### src/rtl/dfh_pkg.sv
package dfh_pkg;
    typedef enum logic [2:0] {
        ST_IDLE,
        ST_MERGE,
        ST_SERVE,
        ST_FILL,
        ST_WBACK
    } dfh_state_e;

    typedef enum logic [1:0] {
        SRC_NONE,
        SRC_CHAIN,
        SRC_RDQ,
        SRC_WRQ
    } dfh_src_e;
endpackage

### src/rtl/dfh_source_sel.sv
module dfh_source_sel
    import dfh_pkg::*;
(
    input  dfh_state_e state,
    input  logic       chain_nonempty,
    input  logic       rdq_valid,
    input  logic       wrq_valid,
    output dfh_src_e   src
);
    // Chain outranks DRAM; in MERGE only the chain may be taken.
    always_comb begin
        src = SRC_NONE;
        if ((state == ST_IDLE || state == ST_MERGE) && chain_nonempty)
            src = SRC_CHAIN;
        else if (state == ST_IDLE && rdq_valid)
            src = SRC_RDQ;
        else if (state == ST_IDLE && wrq_valid)
            src = SRC_WRQ;
    end
endmodule

### src/rtl/dfh_victim_reg.sv
module dfh_victim_reg #(
    parameter int ADDR_W = 32,
    parameter int OFF_W  = 7
) (
    input  logic              clk,
    input  logic              rst,
    input  logic              load,
    input  logic [ADDR_W-1:0] load_val,
    input  logic              clear,
    output logic              pending,
    output logic [ADDR_W-1:0] line_addr
);
    localparam logic [ADDR_W-1:0] NO_VICTIM = '1;

    logic [ADDR_W-1:0] victim_q;

    always_ff @(posedge clk) begin
        if (rst || clear)
            victim_q <= NO_VICTIM;
        else if (load)
            victim_q <= load_val;
    end

    assign pending   = (victim_q != NO_VICTIM);
    assign line_addr = {victim_q[ADDR_W-1:OFF_W], {OFF_W{1'b0}}};
endmodule

### src/rtl/dfh_retire_cnt.sv
module dfh_retire_cnt #(
    parameter int CNT_W = 16
) (
    input  logic             clk,
    input  logic             rst,
    input  logic             inc,
    output logic [CNT_W-1:0] count
);
    always_ff @(posedge clk) begin
        if (rst)
            count <= '0;
        else if (inc)
            count <= count + CNT_W'(1);
    end
endmodule

### src/rtl/dram_fill_handler.sv
module dram_fill_handler
    import dfh_pkg::*;
#(
    parameter int ADDR_W     = 32,
    parameter int LINE_BYTES = 128,
    parameter int CNT_W      = 16
) (
    input  logic                            clk,
    input  logic                            rst,
    input  logic                            chain_nonempty,
    input  logic [ADDR_W-1:0]               chain_head_addr,
    input  logic                            chain_head_wr,
    output logic                            chain_pop,
    input  logic                            rdq_valid,
    input  logic [ADDR_W-1:0]               rdq_addr,
    output logic                            rdq_pop,
    input  logic                            wrq_valid,
    input  logic [ADDR_W-1:0]               wrq_addr,
    output logic                            wrq_pop,
    output logic                            svc_valid,
    output logic [ADDR_W-1:0]               svc_addr,
    input  logic                            reply_full,
    output logic                            reply_push,
    output logic [ADDR_W-1:0]               reply_addr,
    output logic                            fill_req,
    output logic [ADDR_W-1:0]               fill_addr,
    input  logic [ADDR_W-1:0]               fill_victim,
    output logic                            wb_req,
    output logic [ADDR_W-1:0]               wb_addr,
    output logic [$clog2(LINE_BYTES):0]     wb_size,
    input  logic                            wb_accept,
    output logic [CNT_W-1:0]                wr_retired_count
);
    localparam int OFF_W  = $clog2(LINE_BYTES);
    localparam int SIZE_W = OFF_W + 1;
    localparam logic [ADDR_W-1:0] NO_VICTIM = '1;

    dfh_state_e        state, state_nx;
    dfh_src_e          src;
    logic [ADDR_W-1:0] cur_addr;
    logic              cur_wr;
    logic              vic_pending;
    logic              retire;

    dfh_source_sel u_sel (
        .state          (state),
        .chain_nonempty (chain_nonempty),
        .rdq_valid      (rdq_valid),
        .wrq_valid      (wrq_valid),
        .src            (src)
    );

    dfh_victim_reg #(.ADDR_W(ADDR_W), .OFF_W(OFF_W)) u_vic (
        .clk       (clk),
        .rst       (rst),
        .load      (fill_req),
        .load_val  (fill_victim),
        .clear     (wb_req && wb_accept),
        .pending   (vic_pending),
        .line_addr (wb_addr)
    );

    dfh_retire_cnt #(.CNT_W(CNT_W)) u_cnt (
        .clk   (clk),
        .rst   (rst),
        .inc   (retire),
        .count (wr_retired_count)
    );

    // State and in-progress transaction register
    always_ff @(posedge clk) begin
        if (rst) begin
            state    <= ST_IDLE;
            cur_addr <= '0;
            cur_wr   <= 1'b0;
        end else begin
            state <= state_nx;
            unique case (src)
                SRC_CHAIN: begin cur_addr <= chain_head_addr; cur_wr <= chain_head_wr; end
                SRC_RDQ:   begin cur_addr <= rdq_addr;        cur_wr <= 1'b0;          end
                SRC_WRQ:   begin cur_addr <= wrq_addr;        cur_wr <= 1'b1;          end
                default:   ;
            endcase
        end
    end

    // Next state
    always_comb begin
        state_nx = state;
        unique case (state)
            ST_IDLE: begin
                if (src == SRC_CHAIN)
                    state_nx = ST_SERVE;
                else if (src == SRC_RDQ || src == SRC_WRQ)
                    state_nx = ST_MERGE;
            end
            ST_MERGE: state_nx = ST_SERVE;
            ST_SERVE: begin
                if (cur_wr)
                    state_nx = ST_IDLE;
                else if (!reply_full)
                    state_nx = ST_FILL;
            end
            ST_FILL:  state_nx = (fill_victim == NO_VICTIM) ? ST_IDLE : ST_WBACK;
            ST_WBACK: if (wb_accept) state_nx = ST_IDLE;
            default:  state_nx = ST_IDLE;
        endcase
    end

    // Outputs
    always_comb begin
        chain_pop  = (src == SRC_CHAIN);
        rdq_pop    = (src == SRC_RDQ);
        wrq_pop    = (src == SRC_WRQ);
        svc_valid  = rdq_pop || wrq_pop;
        svc_addr   = rdq_pop ? rdq_addr : wrq_addr;
        reply_push = (state == ST_SERVE) && !cur_wr && !reply_full;
        reply_addr = cur_addr;
        retire     = (state == ST_SERVE) && cur_wr;
        fill_req   = (state == ST_FILL);
        fill_addr  = cur_addr;
        wb_req     = (state == ST_WBACK);
        wb_size    = SIZE_W'(LINE_BYTES);
    end

    // Assertions
    a_r1_chain_first: assert property (@(posedge clk) disable iff (rst)
        (state == ST_IDLE && chain_nonempty) |-> (chain_pop && !rdq_pop && !wrq_pop));
    a_r2_read_first: assert property (@(posedge clk) disable iff (rst)
        wrq_pop |-> !rdq_valid);
    a_r3_no_dram_in_merge: assert property (@(posedge clk) disable iff (rst)
        svc_valid |=> (!rdq_pop && !wrq_pop));
    a_r4_no_push_full: assert property (@(posedge clk) disable iff (rst)
        reply_push |-> !reply_full);
    a_r4_fill_follows: assert property (@(posedge clk) disable iff (rst)
        reply_push |=> (fill_req && fill_addr == $past(reply_addr)));
    a_r5_no_victim_idle: assert property (@(posedge clk) disable iff (rst)
        (fill_req && fill_victim == NO_VICTIM) |=> (!wb_req && !vic_pending));
    a_r6_retry: assert property (@(posedge clk) disable iff (rst)
        (wb_req && !wb_accept) |=> (wb_req && $stable(wb_addr) && !reply_push));
    a_r8_count_step: assert property (@(posedge clk) disable iff (rst)
        retire |=> (wr_retired_count == $past(wr_retired_count) + CNT_W'(1)));
    a_r9_idle_clean: assert property (@(posedge clk) disable iff (rst)
        (state == ST_IDLE) |-> !vic_pending);
    a_r10_one_action: assert property (@(posedge clk) disable iff (rst)
        $countones({chain_pop, rdq_pop, wrq_pop, reply_push, fill_req, wb_req}) <= 1);
endmodule

### config.mk
export PLATFORM = sky130hd
export DESIGN_NAME = dram_fill_handler
export DESIGN_NICKNAME = d
export VERILOG_FILES = /design/src/rtl/dfh_pkg.sv /design/src/rtl/dfh_source_sel.sv /design/src/rtl/dfh_victim_reg.sv /design/src/rtl/dfh_retire_cnt.sv /design/src/rtl/dram_fill_handler.sv
export SDC_FILE = /design/constraint.sdc
export NUM_CORES = 1
export LEC_CHECK = 0
export ABC_AREA = 0
export BUFFER_PORTS_ARGS = -buffer_cell sky130_fd_sc_hd__buf_2
export CAP_MARGIN = 20
export CORE_MARGIN = 10
export CORE_UTILIZATION = 48
export DETAILED_ROUTE_END_ITERATION = 8
export PLACE_DENSITY = 0.85
export REMOVE_ABC_BUFFERS = 1
export SLEW_MARGIN = 10
export SYNTH_ARGS = -nofsm -noshare
export SYNTH_HDL_FRONTEND = slang
export SYNTH_HIERARCHICAL = 1
export SYNTH_SLANG_ARGS = --single-unit
### constraint.sdc
create_clock -name clk -period 4.97 [get_ports clk]
set_input_delay 0 -clock clk [delete_from_list [all_inputs] [get_ports clk]]
set_output_delay 0 -clock clk [all_outputs]
set_load 0.1 [all_outputs]
==> impl_metrics.env <==
export IMPL_rsz0062_at_grt="no"
export IMPL_whs_path_depth=3
export IMPL_final_nets=802
export IMPL_worst_r2r_path_depth=6
export IMPL_crit_path_end_kind="primary output"
export IMPL_pwr_density_cell_mw_per_mm2=622
export IMPL_cts_root_buf="clkbuf_8"
export IMPL_grt_busiest_layer="met2"
export IMPL_grt_overflow=0
export IMPL_p_sw_frac=0.574
export IMPL_antenna_found_initial=4
export IMPL_worst_skew_pair_late_latency_ns=0.34
export IMPL_grt_util_met3=0.0710
export IMPL_period_share=0.596
export IMPL_cts_sinks=77
export IMPL_dr_pass1_iters=4
export IMPL_holdCritPathClass="primary input to register"
export IMPL_viasPerCell=5.17
export IMPL_vias=4149
export IMPL_grt_met1_usage=0.227
export IMPL_grt_pass1_wl_um=24900
export IMPL_final_util=0.654
export IMPL_cts_tree="done"
export IMPL_critPathMaxFanout=33
export IMPL_switchingPower_w=0.00217
export IMPL_tightest_slew_ns=0.995
export IMPL_die_w_um=118
export IMPL_leakage_nw=2.77
export IMPL_syn_area_per_cell_um2=10.7
export IMPL_grt_pass1_vias=4443
export IMPL_pin_count=295
export IMPL_synth_warnings=6
export IMPL_relSlewSlack=0.336
export IMPL_placed_cells=756
export IMPL_outcome="completed"
export IMPL_wl_um=16200
export IMPL_power_frac_comb=0.629
export IMPL_p_seq_frac=0.209
export IMPL_wire_per_inst_um=20.2
export IMPL_crit_path_start_kind="register"
export IMPL_place_congestion=0.906
export IMPL_die_h_um=118
export IMPL_clock_fmax_mhz=337
export IMPL_ant_nets=0
export IMPL_cts_repair_resized=0
export IMPL_cp_required_ns=4.97
export IMPL_final_hold_violation_count=0
export IMPL_die_area_mm2=0.0139
export IMPL_setup_viol=0
export IMPL_fill_cells=755
export IMPL_cap_violations=0
export IMPL_drtIter0Drc=281
export IMPL_cp_data_arrival_time_ns=2.96
export IMPL_post_layout_nonfiller_instances=802
export IMPL_grt_util_met2=0.409
export IMPL_rows=35
export IMPL_syn_area_mm2=0.00459
export IMPL_vdd_drop_max_uv=575
export IMPL_coreArea_mm2=0.00928
export IMPL_drv_slew=0
export IMPL_whs_ns=0.0447
export IMPL_post_dp_hpwl_um=12900
export IMPL_netlist_instances=429
export IMPL_clockBufferDepth=2
export IMPL_grt_max_degree=57
export IMPL_power_frac_clock=0.162
export IMPL_internal_power_w=0.00161
export IMPL_ctsHoldBuffers=27
export IMPL_crit_type="register to primary output"
export IMPL_io_buffers=279
export IMPL_clkSlewWorstSetupHoldPaths_ns=0.07
export IMPL_cts_setup_buffers=0
export IMPL_drc=0
export IMPL_fin_crit_ns=2.96
export IMPL_areaGrowthSynthToFinish_pct=32.1
export IMPL_drive_gt1_frac=0.563
export IMPL_grtUsageTotal=0.221
export IMPL_start_util=0.495
export IMPL_skew_ns=0.0118
export IMPL_cts_htree_levels=3
export IMPL_cts_buffers_inserted=9
-- power by group through the flow --
stage | Clock (W) | Combinational, W | Sequential, W
3_3_place_gp | 0 | 0.00234 | 0.000791
3_5_place_dp | 0 | 0.00236 | 0.000797
5_1_grt | 0.000649 | 0.00245 | 0.000800
2_1_floorplan | 0 | 0.000986 | 0.00180
6_report | 0.000612 | 0.00237 | 0.000787
4_1_cts | 0.000624 | 0.00238 | 0.000785
-- per-stage QoR --
step	setup WS (ns)	power (W)	setup TNS (ns)	area (um2)
detailed placement	2.34	0.00316	0	5540
global placement	2.47	0.00313	0	5540
floorplan	-4.17	0.00279	-193.00	3930
CTS	1.98	0.00379	0	6060
global route	1.81	0.00389	0	6070
finish	2.01	0.00377	0	6070
-- layer usage --
| metal | part of all wire | vias to the layer above | routed length (um) |
|---|---|---|---|
| li1 | - | 1897 | - |
| met1 | 0.36 | 2024 | 5890 |
| met2 | 0.54 | 204 | 8810 |
| met3 | 0.072 | 24 | 1170 |
| met4 | 0.022 | 0 | 354 |
| met5 | 0 | - | 0 |
-- worst paths after layout --
kind	slack [ns]	to	startpoint
max	2.01	svc_addr[4]	state[1]
min	0.04	state[0]	reply_full
max reg2reg	2.24	u_cnt/count[13]	state[0]
min reg2reg	0.47	u_vic/victim_q[26]	u_vic/victim_q[26]
-- worst max-delay path, cell delays in order (launching register included) --
cell	delay (ns)
dfxtp_1	0.38
nor2_1	0.20
nor4b_4	0.23
buf_4	0.45
nor2b_2	0.22
buf_4	0.40
mux2_2	0.41
buf_2	0.30
-- cell usage in the layout (no fill, tap or decap), drive strengths merged, types with 6 or more instances in the layout --
cell type,instances
buf,284
clkbuf,12
conb,15
dfxtp,77
dlygate4sd3,27
mux2,34
mux2i,26
mux4,32
nand2,33
nand4,11
nor2,22
nor2b,35
nor4,8
xnor2,6
-- sequential cells by signal, indices dropped and copies added, names as in the netlist --
| name | flops |
|---|---|
| cur_wr | 1 |
| fill_addr | 32 |
| state | 3 |
| u_cnt/count | 16 |
| u_vic/victim_q | 25 |
-- final cells by class --
class                   count  area [um2]  area share
repair buffers            311        1700       0.281
clock inverters             4         120      0.0198
multi-input cells         263        2390       0.393
clock buffers              12         135      0.0223
inverters                   3        11.3     0.00186
flip-flops and latches     77        1540       0.254
diodes                      3        7.51     0.00124
well taps                 129         161      0.0266
(Power assumes the default switching activity.)
